File: src/rtl/scroll_pkg.sv
package scroll_pkg;
  localparam int ADDR_W = 15;
  localparam int DATA_W = 8;
  localparam int ROW_STEP = 32;

  typedef logic [ADDR_W-1:0] vaddr_t;

  typedef enum logic [1:0] {
    SEL_SCROLL = 2'd0,
    SEL_ADDR   = 2'd1,
    SEL_STATUS = 2'd2,
    SEL_DATA   = 2'd3
  } reg_sel_e;

  // coarse X, horizontal table bit
  localparam vaddr_t HORI_MASK = 15'h041F;
  // fine Y, vertical table bit, coarse Y
  localparam vaddr_t VERT_MASK = 15'h7BE0;

  function automatic vaddr_t step_coarse_x(input vaddr_t a);
    vaddr_t r;
    r = a;
    if (a[4:0] == 5'd31) begin
      r[4:0] = 5'd0;
      r[10]  = ~a[10];
    end else begin
      r[4:0] = a[4:0] + 5'd1;
    end
    return r;
  endfunction

  function automatic vaddr_t step_y(input vaddr_t a);
    vaddr_t r;
    r = a;
    if (a[14:12] != 3'd7) begin
      r[14:12] = a[14:12] + 3'd1;
    end else begin
      r[14:12] = 3'd0;
      if (a[9:5] == 5'd29) begin
        r[9:5] = 5'd0;
        r[11]  = ~a[11];
      end else if (a[9:5] == 5'd31) begin
        r[9:5] = 5'd0;
      end else begin
        r[9:5] = a[9:5] + 5'd1;
      end
    end
    return r;
  endfunction
endpackage

File: src/rtl/scroll_render_timing.sv
module scroll_render_timing
  import scroll_pkg::*;
#(
  parameter int DOT_W         = 9,
  parameter int LINE_W        = 9,
  parameter int LAST_VIS_LINE = 239,
  parameter int PRE_LINE      = 261,
  parameter int TILE_LOG2     = 3,
  parameter int STEP_FIRST    = 8,
  parameter int STEP_LAST     = 256,
  parameter int PREFETCH_A    = 328,
  parameter int PREFETCH_B    = 336,
  parameter int HRELOAD_DOT   = 257,
  parameter int VRELOAD_FIRST = 280,
  parameter int VRELOAD_LAST  = 304
) (
  input  logic [DOT_W-1:0]  dot,
  input  logic [LINE_W-1:0] line,
  input  logic              bg_en,
  input  logic              spr_en,
  output logic              render_on,
  output logic              do_step_x,
  output logic              do_step_y,
  output logic              do_hreload,
  output logic              do_vreload
);
  logic line_in_frame;
  logic is_pre_line;
  logic tile_edge;
  logic in_visible_span;
  logic is_prefetch;

  always_comb begin
    is_pre_line     = (line == LINE_W'(PRE_LINE));
    line_in_frame   = (line <= LINE_W'(LAST_VIS_LINE)) || is_pre_line;
    render_on       = (bg_en || spr_en) && line_in_frame;
    tile_edge       = (dot[TILE_LOG2-1:0] == '0);
    in_visible_span = (dot >= DOT_W'(STEP_FIRST)) && (dot <= DOT_W'(STEP_LAST));
    is_prefetch     = (dot == DOT_W'(PREFETCH_A)) || (dot == DOT_W'(PREFETCH_B));
    do_step_x       = render_on && tile_edge && (in_visible_span || is_prefetch);
    do_step_y       = render_on && (dot == DOT_W'(STEP_LAST));
    do_hreload      = render_on && (dot == DOT_W'(HRELOAD_DOT));
    do_vreload      = render_on && is_pre_line &&
                      (dot >= DOT_W'(VRELOAD_FIRST)) && (dot <= DOT_W'(VRELOAD_LAST));
  end
endmodule

File: src/rtl/scroll_cpu_port.sv
module scroll_cpu_port
  import scroll_pkg::*;
(
  input  logic              clk,
  input  logic              rst_n,
  input  logic              cpu_wr,
  input  logic              cpu_rd,
  input  logic [1:0]        cpu_sel,
  input  logic [DATA_W-1:0] cpu_wdata,
  input  vaddr_t            t_q,
  output vaddr_t            t_wr,
  output logic              t_wr_en,
  output logic              copy_stb,
  output logic              data_stb,
  output logic              toggle_q,
  output logic [2:0]        fine_q
);
  reg_sel_e   sel;
  logic       scroll_wr;
  logic       addr_wr;
  logic       status_rd;
  logic       toggle_d;
  logic       toggle_en;
  logic [2:0] fine_d;
  logic       fine_en;

  always_comb begin
    sel       = reg_sel_e'(cpu_sel);
    scroll_wr = cpu_wr && (sel == SEL_SCROLL);
    addr_wr   = cpu_wr && (sel == SEL_ADDR);
    status_rd = cpu_rd && (sel == SEL_STATUS);
    data_stb  = (cpu_wr || cpu_rd) && (sel == SEL_DATA);
    t_wr_en   = scroll_wr || addr_wr;
    copy_stb  = addr_wr && toggle_q;

    t_wr = t_q;
    if (scroll_wr && !toggle_q) begin
      t_wr[4:0] = cpu_wdata[7:3];
    end else if (scroll_wr) begin
      t_wr[14:12] = cpu_wdata[2:0];
      t_wr[9:5]   = cpu_wdata[7:3];
    end else if (addr_wr && !toggle_q) begin
      t_wr[13:8] = cpu_wdata[5:0];
      t_wr[14]   = 1'b0;
    end else if (addr_wr) begin
      t_wr[7:0] = cpu_wdata;
    end

    toggle_en = status_rd || t_wr_en;
    toggle_d  = status_rd ? 1'b0 : ~toggle_q;
    fine_en   = scroll_wr && !toggle_q;
    fine_d    = cpu_wdata[2:0];
  end

  always_ff @(posedge clk or negedge rst_n) begin
    if (!rst_n) begin
      toggle_q <= 1'b0;
      fine_q   <= 3'd0;
    end else begin
      if (toggle_en) toggle_q <= toggle_d;
      if (fine_en)   fine_q   <= fine_d;
    end
  end
endmodule

File: src/rtl/scroll_v_update.sv
module scroll_v_update
  import scroll_pkg::*;
(
  input  vaddr_t v_q,
  input  vaddr_t t_q,
  input  logic   render_on,
  input  logic   do_step_x,
  input  logic   do_step_y,
  input  logic   do_hreload,
  input  logic   do_vreload,
  input  logic   data_stb,
  input  logic   inc_row,
  output vaddr_t v_render,
  output vaddr_t v_step
);
  vaddr_t after_x;
  vaddr_t after_y;

  always_comb begin
    after_x  = do_step_x ? step_coarse_x(v_q) : v_q;
    after_y  = do_step_y ? step_y(after_x) : after_x;
    v_render = after_y;
    if (do_hreload) v_render = (v_render & ~HORI_MASK) | (t_q & HORI_MASK);
    if (do_vreload) v_render = (v_render & ~VERT_MASK) | (t_q & VERT_MASK);

    if (!data_stb) begin
      v_step = v_render;
    end else if (render_on) begin
      v_step = step_y(step_coarse_x(v_render));
    end else begin
      v_step = v_render + (inc_row ? vaddr_t'(ROW_STEP) : vaddr_t'(1));
    end
  end
endmodule

File: src/rtl/scroll_addr_pair.sv
module scroll_addr_pair
  import scroll_pkg::*;
#(
  parameter int DOT_W         = 9,
  parameter int LINE_W        = 9,
  parameter int LAST_VIS_LINE = 239,
  parameter int PRE_LINE      = 261,
  parameter int RST_STAGES    = 2   // at least 2
) (
  input  logic              clk,
  input  logic              rst_n,
  input  logic              cpu_wr,
  input  logic              cpu_rd,
  input  logic [1:0]        cpu_sel,
  input  logic [7:0]        cpu_wdata,
  input  logic              inc_row,
  input  logic [DOT_W-1:0]  dot,
  input  logic [LINE_W-1:0] line,
  input  logic              bg_en,
  input  logic              spr_en,
  output logic [14:0]       vaddr,
  output logic [14:0]       taddr,
  output logic [2:0]        fine_x,
  output logic              write_toggle
);
  // reset: asserted at once, released on a clock edge
  logic [RST_STAGES-1:0] rst_pipe;
  logic                  rst_sync_n;

  always_ff @(posedge clk or negedge rst_n) begin
    if (!rst_n) rst_pipe <= '0;
    else        rst_pipe <= {rst_pipe[RST_STAGES-2:0], 1'b1};
  end
  assign rst_sync_n = rst_pipe[RST_STAGES-1];

  vaddr_t v_q, v_d, t_q, t_d;
  logic   v_en, t_en;

  logic   render_on, do_step_x, do_step_y, do_hreload, do_vreload;
  vaddr_t t_wr, v_render, v_step, merged;
  logic   t_wr_en, copy_stb, data_stb;
  logic   conflict_all, conflict_hori;

  scroll_render_timing #(
    .DOT_W(DOT_W), .LINE_W(LINE_W),
    .LAST_VIS_LINE(LAST_VIS_LINE), .PRE_LINE(PRE_LINE)
  ) i_timing (
    .dot(dot), .line(line), .bg_en(bg_en), .spr_en(spr_en),
    .render_on(render_on), .do_step_x(do_step_x), .do_step_y(do_step_y),
    .do_hreload(do_hreload), .do_vreload(do_vreload)
  );

  scroll_cpu_port i_port (
    .clk(clk), .rst_n(rst_sync_n),
    .cpu_wr(cpu_wr), .cpu_rd(cpu_rd), .cpu_sel(cpu_sel), .cpu_wdata(cpu_wdata),
    .t_q(t_q), .t_wr(t_wr), .t_wr_en(t_wr_en),
    .copy_stb(copy_stb), .data_stb(data_stb),
    .toggle_q(write_toggle), .fine_q(fine_x)
  );

  scroll_v_update i_vupd (
    .v_q(v_q), .t_q(t_q), .render_on(render_on),
    .do_step_x(do_step_x), .do_step_y(do_step_y),
    .do_hreload(do_hreload), .do_vreload(do_vreload),
    .data_stb(data_stb), .inc_row(inc_row),
    .v_render(v_render), .v_step(v_step)
  );

  // next state
  always_comb begin
    conflict_all  = copy_stb && do_step_y;
    conflict_hori = copy_stb && do_step_x && !do_step_y;

    if (conflict_all) begin
      merged = t_wr & v_render;
    end else if (conflict_hori) begin
      merged = (t_wr & ~HORI_MASK) | (t_wr & v_render & HORI_MASK);
    end else begin
      merged = t_wr;
    end

    if (copy_stb) begin
      v_d = merged;
      t_d = merged;
    end else begin
      v_d = v_step;
      t_d = t_wr;
    end

    v_en = copy_stb || data_stb || do_step_x || do_step_y || do_hreload || do_vreload;
    t_en = t_wr_en;
  end

  // registers
  always_ff @(posedge clk or negedge rst_sync_n) begin
    if (!rst_sync_n) begin
      v_q <= '0;
      t_q <= '0;
    end else begin
      if (v_en) v_q <= v_d;
      if (t_en) t_q <= t_d;
    end
  end

  assign vaddr = v_q;
  assign taddr = t_q;
endmodule

File: config.mk
export PLATFORM = sky130hd
export DESIGN_NAME = scroll_addr_pair
export DESIGN_NICKNAME = d
export VERILOG_FILES = /design/src/rtl/scroll_pkg.sv /design/src/rtl/scroll_render_timing.sv /design/src/rtl/scroll_cpu_port.sv /design/src/rtl/scroll_v_update.sv /design/src/rtl/scroll_addr_pair.sv
export SDC_FILE = /design/constraint.sdc
export NUM_CORES = 1
export LEC_CHECK = 0
export BUFFER_PORTS_ARGS = -buffer_cell sky130_fd_sc_hd__buf_2
export CAP_MARGIN = 20
export CELL_PAD_IN_SITES_DETAIL_PLACEMENT = 2
export CELL_PAD_IN_SITES_GLOBAL_PLACEMENT = 2
export CORE_ASPECT_RATIO = 0.5
export CORE_MARGIN = 2
export CORE_UTILIZATION = 34
export CTS_BUF_LIST = sky130_fd_sc_hd__clkbuf_8
export CTS_CLUSTER_SIZE = 24
export DETAILED_ROUTE_END_ITERATION = 8
export GPL_TIMING_DRIVEN = 1
export PLACE_DENSITY = 0.89
export SLEW_MARGIN = 30
export SYNTH_ARGS = -nofsm -noshare
export SYNTH_HDL_FRONTEND = slang
export SYNTH_HIERARCHICAL = 1
export SYNTH_SLANG_ARGS = --single-unit
File: constraint.sdc
create_clock -name clk -period 1.35 [get_ports clk]
set_input_delay 0.2025 -clock clk [delete_from_list [all_inputs] [get_ports clk]]
set_output_delay 0.2025 -clock clk [all_outputs]
set_load 0.02 [all_outputs]
==> summary.md, run 1 <==
| Metric | Value |
|---|---|
| Yosys Warn Count | `6` |
| RD Place Congestion | `0.901` |
| Post-CTS Hold Fix Bufs | `1` |
| Synth Net Count | `542` |
| H-tree levels | `2` |
| Status | `stopped before the end` |
| Post-Synthesis Cells | `490` |
| Simple-gate share of the synthesized area | `about a quarter` |
| Unique masters post-synth | `75` |
| Err | `[ERROR DPL-0033] detailed placement checks failed during check placement.` |
| #FFs+latches synth | `36` |
| Post-Syn Area | `0.00394 sq mm` |
| Post-Synth XOR/XNOR Area | `2.00%` |
| Clk sinks | `36` |
| Postcts setup bufs | `29` |
| CTS Root Cell | `clkbuf_8` |
| PostCTS Resize Cnt | `122` |
| Main combinational cell family by area after synthesis | `simple AND/OR/NAND/NOR gates` |
| Async S/R FF share, synth | `100%` |
| Num CTS Buffers | `5` |
| Post-synthesis compound-gate area fraction | `between 20% and 30%` |
| Post-placement cell area | `0.00584 sq mm` |
| # port buffers | `slightly below 70` |
| # rows | `27` |
| IO Count | `69` |
| Stage where the run ended | `4_1_cts` |
| Mux contribution to synthesized area | `11.7%` |
| Clock buffer depth | `2` |
| Register area share after synthesis | `22.8%` |
| Die H | `80.1 microns` |
| Ys flop type | `dfrtp_1` |
| Die Wd | `156 microns` |
| Detailed Place HPWL | `18,100 microns` |
| Initial core utilization | `35.4%` |
| Syn avg cell area | `8.05 sq um` |
| Number of synthesized flops with an enable pin | `0` |
| Adder-cell share of the synthesized area | `under 10%` |
[synth_stat cells (3+ instances only)]
master    instances  area (sq um)
and3_1           10          62.6
o211ai_1         19           143
mux2_2           16           180
nand4_1           5          31.3
a21oi_1          21           105
nor2_1           31           116
or3_1             3          18.8
nor4_1            6          37.5
mux2_4            4          60.1
o21ai_0          38           190
ha_1             17           213
nor4_4            3          63.8
nand2b_1         10          62.6
nor3_1           10          50.1
and2_1            3          18.8
buf_2             6          30.0
nor2b_1          12          75.1
o21ai_1           5          25.0
nor4bb_1          5          50.1
buf_6             7          78.8
xnor2_1           7          61.3
a211oi_1          4          30.0
dfrtp_1          36           901
a221oi_1          3          26.3
mux2i_1          22           220
nand3_1          10          50.1
or4_1             5          37.5
inv_1            44           165
nand2_1          43           161
buf_4             5          37.5
clkbuf_1          9          33.8
o22ai_1          14          87.6
[through the flow]
step / worst slack, ps / util [%] / instances / TNS, ps
3_5_place_dp: -2890 / 52.3 / 831 / -61170
3_3_place_gp: -2540 / 52.3 / 831 / -51770
2_1_floorplan: -2230 / - / 490 / -45310
[logic make-up after synthesis]
family | after synthesis
mux | 42
compound gates | 133
fa+ha+maj | 17
xor+xnor | 9
flops | 36
simple gates | 176
buf+inv | 76
other cells | 1
==> run 2: changes to the inputs <==
Settings changed: CELL_PAD_IN_SITES_DETAIL_PLACEMENT 2 to unset, CELL_PAD_IN_SITES_GLOBAL_PLACEMENT 2 to unset, CORE_ASPECT_RATIO 0.5 to unset, CORE_UTILIZATION 34 to 40, CTS_BUF_LIST sky130_fd_sc_hd__clkbuf_8 to unset, CTS_CLUSTER_SIZE 24 to unset, PLACE_DENSITY 0.89 to unset, PLACE_DENSITY_LB_ADDON set to 0.15.
==> run 2 against run 1 <==
Against the previous run: the flow now finishes, with violations (negative setup slack); synthesized cell count unchanged; area after synthesis stayed put.
==> summary.md, run 2 <==
| Metric | Value |
|---|---|
| Reg2reg setup slack | `-1940 ps` |
| Req. time, crit path | `1530 ps` |
| Routed Antenna Nets | `0` |
| Worst-Skew Late Latency | `~290 ps` |
| Storage cell area | `902 sq um` |
| Hold Path Depth | `2` |
| CTS Root Cell | `clkbuf_8` |
| Pin count of the biggest net entering global routing | `35` |
| Max-Cap Viols | `0` |
| H-tree levels | `2 (unchanged)` |
| Post-Syn Area | `0.00394 sq mm (unchanged)` |
| Status | `finished with violations` |
| PD cells | `1520 mW/mm^2` |
| Commonest cells after routing, fill and taps aside | `buf_4 (141), buf_2 (65), inv_1 (41)` |
| Reg2reg start | `vaddr[6]` |
| Fmax | `291 MHz` |
| Final worst setup slack | `-2090 ps` |
| Detailed Place HPWL | `11,200 microns (-38%)` |
| Hold Crit Endpoint | `i_port/fine_q[0]` |
| CTS tree | `built` |
| Setup TNS | `-43,500 ps` |
| Tot Pwr | `10.0 mW` |
| Vias per cell | `5.50` |
| Worst reg-to-reg path cell count | `16` |
| CP endpoint kind | `flop` |
| Most common cell in the netlist | `inv_1` |
| Setup Skew | `7.51 ps` |
| Routed Wire Length | `~15,000 microns` |
| Clock transition at the registers of the reported paths | `80 ps` |
| Initial antenna violation count | `0` |
| # rows | `36 (+33%)` |
| Cell taking the most area after synthesis | `dfrtp_1` |
| Post-layout instance area | `around 0.0066 sq mm` |
| Startpoint Class | `input port` |
| Diode count | `0` |
| Worst-path fanout max | `6` |
| Clk sinks | `36 (unchanged)` |
| Nets | `767` |
| Ys flop type | `dfrtp_1` |
| Syn avg cell area | `8.05 sq um (unchanged)` |
| Die Wd | `103 microns (-34%)` |
| Synth Net Count | `542 (unchanged)` |
| # fillers | `roughly 810` |
| First-pass GRT wire length | `23,200 microns` |
| Register area share after synthesis | `22.8% (unchanged)` |
| Avg WL per Cell | `17.3 microns` |
| Crit path kind | `input port to flop` |
| # port buffers | `68 (unchanged)` |
| Final Max Tran Viols | `0` |
| Violations in the final reports | `negative setup slack` |
| DRT Pass-1 Iters | `4` |
| Total GRT Usage | `27.9%` |
| IO Count | `69 (unchanged)` |
| Synth cell count leaders | `inv_1 (44), nand2_1 (43), o21ai_0 (38)` |
| Setup violators final | `30` |
| DRC violations left | `0` |
| Core area | `0.00968 sq mm` |
| Yosys Warn Count | `6 (unchanged)` |
| Die H | `103 microns (+29%)` |
| Async S/R FF share, synth | `100% (unchanged)` |
| Pre-CTS WS | `-2490 ps (+403 ps)` |
| Arr. time, crit path | `~3600 ps` |
| DR iter-0 viols | `approximately 140` |
| Leak | `2.95 nW` |
| Final-report hold violation count | `0` |
| Layout cells sized above 1 | `54.1%` |
| #FFs+latches synth | `36 (unchanged)` |
| Unrepaired setup endpoints after global routing | `true` |
| Die footprint | `approximately 0.011 sq mm` |
| Clock buffer depth | `2 (unchanged)` |
| Area of the multi-input gates | `0.00334 sq mm` |
| Final worst path period share | `255%` |
| Worst VDD drop | `1.34 mV` |
| Unique masters post-synth | `75 (unchanged)` |
| Vias post-DR | `4,672` |
| Post-placement cell area | `0.00572 sq mm (-2.0%)` |
| Post-Synthesis Cells | `490 (unchanged)` |
| Post-synth top area share | `22.8% (unchanged)` |
| Num CTS Buffers | `5 (unchanged)` |
| Number of synthesized flops with an enable pin | `0 (unchanged)` |
| Vias in the first global route | `between 4,000 and 5,000` |
| Hold wc startpoint | `cpu_wdata[0]` |
| Reg2reg end | `vaddr[14]` |
| Final min period | `~3400 ps` |
| Hold crit path type | `input port to flop` |
| Initial core utilization | `40.7% (+5.3 points)` |
| Synth area leaders | `dfrtp_1 (23%), mux2i_1 (5.6%), ha_1 (5.4%)` |
| Total congestion overflow | `0` |
| RD Place Congestion | `0.985 (+9.4%)` |
| Commonest non-fill, non-tap cell in the layout | `buf_4` |
| P&R area growth vs syn | `67.0%` |
==> run 2: timing repair <==
action	4_1_cts	5_1_grt
gates cloned	0	1
resized for setup	90	35
setup endpoints to repair	34	33
setup buffers	26	11
hold endpoints to repair	2	0
hold buffers	1	0
pin swaps	42	29
==> run 2: layer usage <==
| metal | GRT usage (%) | up-vias | share of wire (%) |
|---|---|---|---|
| met5 | 0 | - | 0 |
| met4 | 7.59 | 0 | 2.7 |
| met3 | 4.23 | 34 | 4.8 |
| met2 | 52.3 | 139 | 51 |
| met1 | 32.8 | 2257 | 42 |
| li1 | - | 2242 | - |
==> run 2: cell type report <==
type	instances	share of cell area, %
well taps	133	2.53
repair buffers	246	28.6
flip-flops and latches	36	13.7
multi-input cells	378	50.7
clock inverters	2	0.532
inverters	48	2.81
clock buffers	6	1.10
==> run 2: cells by family (layout without fill, tap and decap cells) <==
group           Yosys count  in the layout  synth area share, %
other cells               1              1               0.0951
simple gates            176            176                 25.8
flops                    36             36                 22.8
fa+ha+maj                17             17                 5.40
buf+inv                  76            302                 9.33
mux                      42             42                 11.7
xor+xnor                  9              9                 2.00
compound gates          133            133                 22.8
==> run 2: through the flow <==
step / hold WS (ps) / util (%) / cells
floorplan: -93.1 / - / 490
global placement: -13.2 / 59.0 / 807
detailed placement: -10.8 / 59.0 / 807
CTS: 161 / 65.9 / 840
global route: 157 / 68.0 / 849
finish: 167 / 68.0 / 849
==> run 2: how the worst max path moves through the flow <==
stage	from	end	slack, ps	depth (start not counted)
final	dot[4]	vaddr[14]	-2090	18
after global routing	dot[4]	vaddr[13]	-2190	18
after CTS	dot[4]	vaddr[0]	-2090	19
after detailed placement	dot[4]	vaddr[11]	-2490	17
after global placement	dot[4]	vaddr[0]	-2410	18
after floorplan	dot[6]	vaddr[9]	-2230	17
==> run 2: report_power, final <==
group	switching [mW]	internal (mW)	total, mW
combinational	3.75	3.68	7.43
clock	0.411	0.549	0.959
sequential	0.237	1.41	1.65
==> run 2: worst max-delay path, cell delays in order <==
cell and delay (ps):
buf_8 100, or2b_4 240, xnor2_2 120, or4_4 430
a2111oi_4 410, buf_4 230, buf_6 130, mux2i_2 230
o21ai_2 120, buf_4 140, and3_4 170, a31oi_4 260
nor4_4 80, a221oi_2 240, a31oi_1 80, inv_1 90
o22ai_1 70, mux2_2 260
Power figures use the tool's default switching activity.
==> run 3: changes to the inputs <==
Settings changed: MAX_ROUTING_LAYER set to met4.
==> run 3 against run 2 <==
Against the previous run: the run still ends with negative setup slack left; utilization decreased by 0.30 points; via count is 0.39% lower; register-to-register slack hardly changed; first-iteration DRC count fell by 2.9%; wire length up 1.2%; sequential power is essentially flat; sequential share of layout area is essentially flat; hold slack gained 8.3 ps; cell area decreased by 0.44%; final cell count grew 0.82%; largest power group unchanged; highest routed layer unchanged.
==> summary.md, run 3 (same netlist as run 2, synthesis figures left out) <==
| Metric | Value |
|---|---|
| Commonest non-fill, non-tap cell in the layout | `buf_4` |
| Die Wd | `103 microns (unchanged)` |
| Reg2reg start | `vaddr[12]` |
| Violations in the final reports | `negative setup slack` |
| Switch Pwr | `4.35 mW (-1.2%)` |
| PD cells | `1500 mW/mm^2 (-1.3%)` |
| Initial core utilization | `40.7% (unchanged)` |
| Layout cells sized above 1 | `53.1% (-0.94 points)` |
| Hold crit path type | `input port to flop` |
| Crit path kind | `input port to flop` |
| CP Launch Point | `dot[4]` |
| IO Count | `69 (unchanged)` |
| Clk sinks | `36 (unchanged)` |
| DRC violations left | `0 (unchanged)` |
| Final Max Tran Viols | `0 (unchanged)` |
| Routed Antenna Nets | `0 (unchanged)` |
| Tot Pwr | `9.86 mW (-1.8%)` |
| Max-Cap Viols | `0 (unchanged)` |
| Total congestion overflow | `0 (unchanged)` |
| Clock buffer depth | `2 (unchanged)` |
| Worst-Skew Late Latency | `290 ps (about the same)` |
| Pin count of the biggest net entering global routing | `35 (unchanged)` |
| Initial antenna violation count | `0 (unchanged)` |
| Die footprint | `0.0107 sq mm (unchanged)` |
| Hold wc startpoint | `cpu_wdata[1]` |
| Die H | `103 microns (unchanged)` |
| Clk pwr share | `9.9% (+0.3 points)` |
| Fmax | `287 MHz (-1.2%)` |
| # port buffers | `68 (unchanged)` |
| Final worst path period share | `258% (+3.0 points)` |
| Setup Skew | `7.49 ps (-0.0202 ps)` |
| Vias post-DR | `4,654 (-0.39%)` |
| Arr. time, crit path | `3660 ps (+40 ps)` |
| Total GRT Usage | `29.3% (+1.4 points)` |
| Startpoint Class | `input port` |
| First-pass GRT wire length | `23,400 microns (+0.98%)` |
| Sequential power share | `16.8% (+0.4 points)` |
| Unrepaired setup endpoints after global routing | `true` |
| Num CTS Buffers | `5 (unchanged)` |
| Sw Share | `44.1% (+0.27 points)` |
| Status | `finished with violations` |
| DRT Pass-1 Iters | `4 (unchanged)` |
| CTS tree | `built` |
| Setup violators final | `30 (unchanged)` |
| Final-report hold violation count | `0 (unchanged)` |
| Setup TNS | `-44,440 ps (-937 ps)` |
| Worst-path fanout max | `8 (+2)` |
| Nets | `774 (+0.91%)` |
| DR iter-0 viols | `135 (-2.9%)` |
| Core area | `0.00968 sq mm (unchanged)` |
| Vias per cell | `5.44 (-1.2%)` |
| Post-Layout Cell Count | `856 (+0.82%)` |
| RD Place Congestion | `0.988 (+0.22%)` |
| Internal Pwr Total | `5.51 mW (-2.2%)` |
| Detailed Place HPWL | `11,400 microns (+2.5%)` |
| CP endpoint kind | `flop` |
| Leak | `2.96 nW (+0.49%)` |
| Vias in the first global route | `4,610 (-3.3%)` |
| Post-placement cell area | `0.00578 sq mm (+1.1%)` |
| Placed Cells | `817 (+1.2%)` |
| Final min period | `3480 ps (+40.6 ps)` |
| Worst VDD drop | `1.24 mV (-7.9%)` |
| Routed Wire Length | `14,900 microns (+1.2%)` |
| Avg WL per Cell | `17.4 microns (+0.38%)` |
| Final worst setup slack | `-2130 ps (-40.6 ps)` |
| Logic gate share of total power | `73.3% (-0.7 points)` |
| CTS Root Cell | `clkbuf_8` |
| P&R area growth vs syn | `66.3%` |
| Clock transition at the registers of the reported paths | `80 ps (about the same)` |
| # rows | `36 (unchanged)` |
| Commonest cells after routing, fill and taps aside | `buf_4 (152), buf_2 (65), inv_1 (40)` |
| H-tree levels | `2 (unchanged)` |
| Req. time, crit path | `1530 ps (about the same)` |
| Diode count | `0 (unchanged)` |
| Post-layout instance area | `0.00656 sq mm (-0.44%)` |
-- run 3: cell types whose count changed in the layout (fill, tap and decap cells not counted), moves of 2 or more --
cell     delta
o21ai_2     -5
buf_6       -2
a21oi_2     -2
o21ai_0     +2
o21ai_1     +4
inv_2       +2
buf_4      +11
a21oi_1     +2
ha_4        +2
-- run 3: worst paths after layout --
check	endpoint	slack [ps]	depth (start not counted)
max	vaddr[10]	-2130	19
min	i_port/fine_q[1]	180	2
max reg2reg	vaddr[8]	-1940	18
min reg2reg	i_port/fine_q[0]	300	1
max in group asynchronous	vaddr[6]	690	1
min in group asynchronous	rst_pipe[1]	210	2
-- run 3: what timing repair did --
action                                  CTS  global route
endpoints found under the setup margin   30            33
setup buffers                            18            16
gates resized for setup                  73            32
pin swaps                                31            30
hold buffers                              1             0
endpoints found under the hold margin     2             0
-- run 3: critical path, cell delays in order --
cell and delay (ps):
buf_8 100, or2b_4 240, xnor2_1 120, or4_4 430, a2111oi_4 410, buf_4 230
nand4_1 110, xor2_1 170, o31a_1 310, inv_2 150, and3_4 210, ha_4 150
nand2_1 80, o41ai_2 60, nand2_1 120, xnor2_1 140, mux2_2 250, o21ai_1 80
mux2i_1 90
-- run 3: power groups by stage --
stage | Sequential, mW | Combinational (mW) | Clock [mW]
2_1_floorplan | 2.24 | 2.99 | 0
3_3_place_gp | 1.63 | 6.09 | 0
3_5_place_dp | 1.65 | 6.21 | 0
4_1_cts | 1.64 | 6.85 | 1.01
5_1_grt | 1.70 | 7.77 | 1.04
6_report | 1.65 | 7.23 | 0.981
-- run 3: stage by stage --
stage | util [%] | setup WS (ps) | hold slack, ps
3_5_place_dp | 59.7 | -2510 | -8.92
3_3_place_gp | 59.7 | -2430 | -13.3
6_report | 67.7 | -2130 | 176
4_1_cts | 65.4 | -2100 | 170
2_1_floorplan | - | -2230 | -93.1
5_1_grt | 67.7 | -2240 | 169
-- run 3: final cells by class --
type	instances	area (sq um)
well taps	133	166
clock buffers	6	72.6
fillers	825	3130
clock inverters	2	35.0
flip-flops and latches	36	901
multi-input cells	378	3290
repair buffers	253	1910
inverters	48	183
-- run 3: routing by layer --
| layer | share of wire (%) | up-vias | global-route usage [%] | wire [microns] |
|---|---|---|---|---|
| li1 | - | 2249 | - | - |
| met2 | 53 | 111 | 53.7 | 7910 |
| met3 | 2.8 | 14 | 2.42 | 410 |
| met4 | 1.4 | 0 | 5.67 | 211 |
| met1 | 43 | 2280 | 35.4 | 6340 |
| met5 | 0 | - | - | 0 |
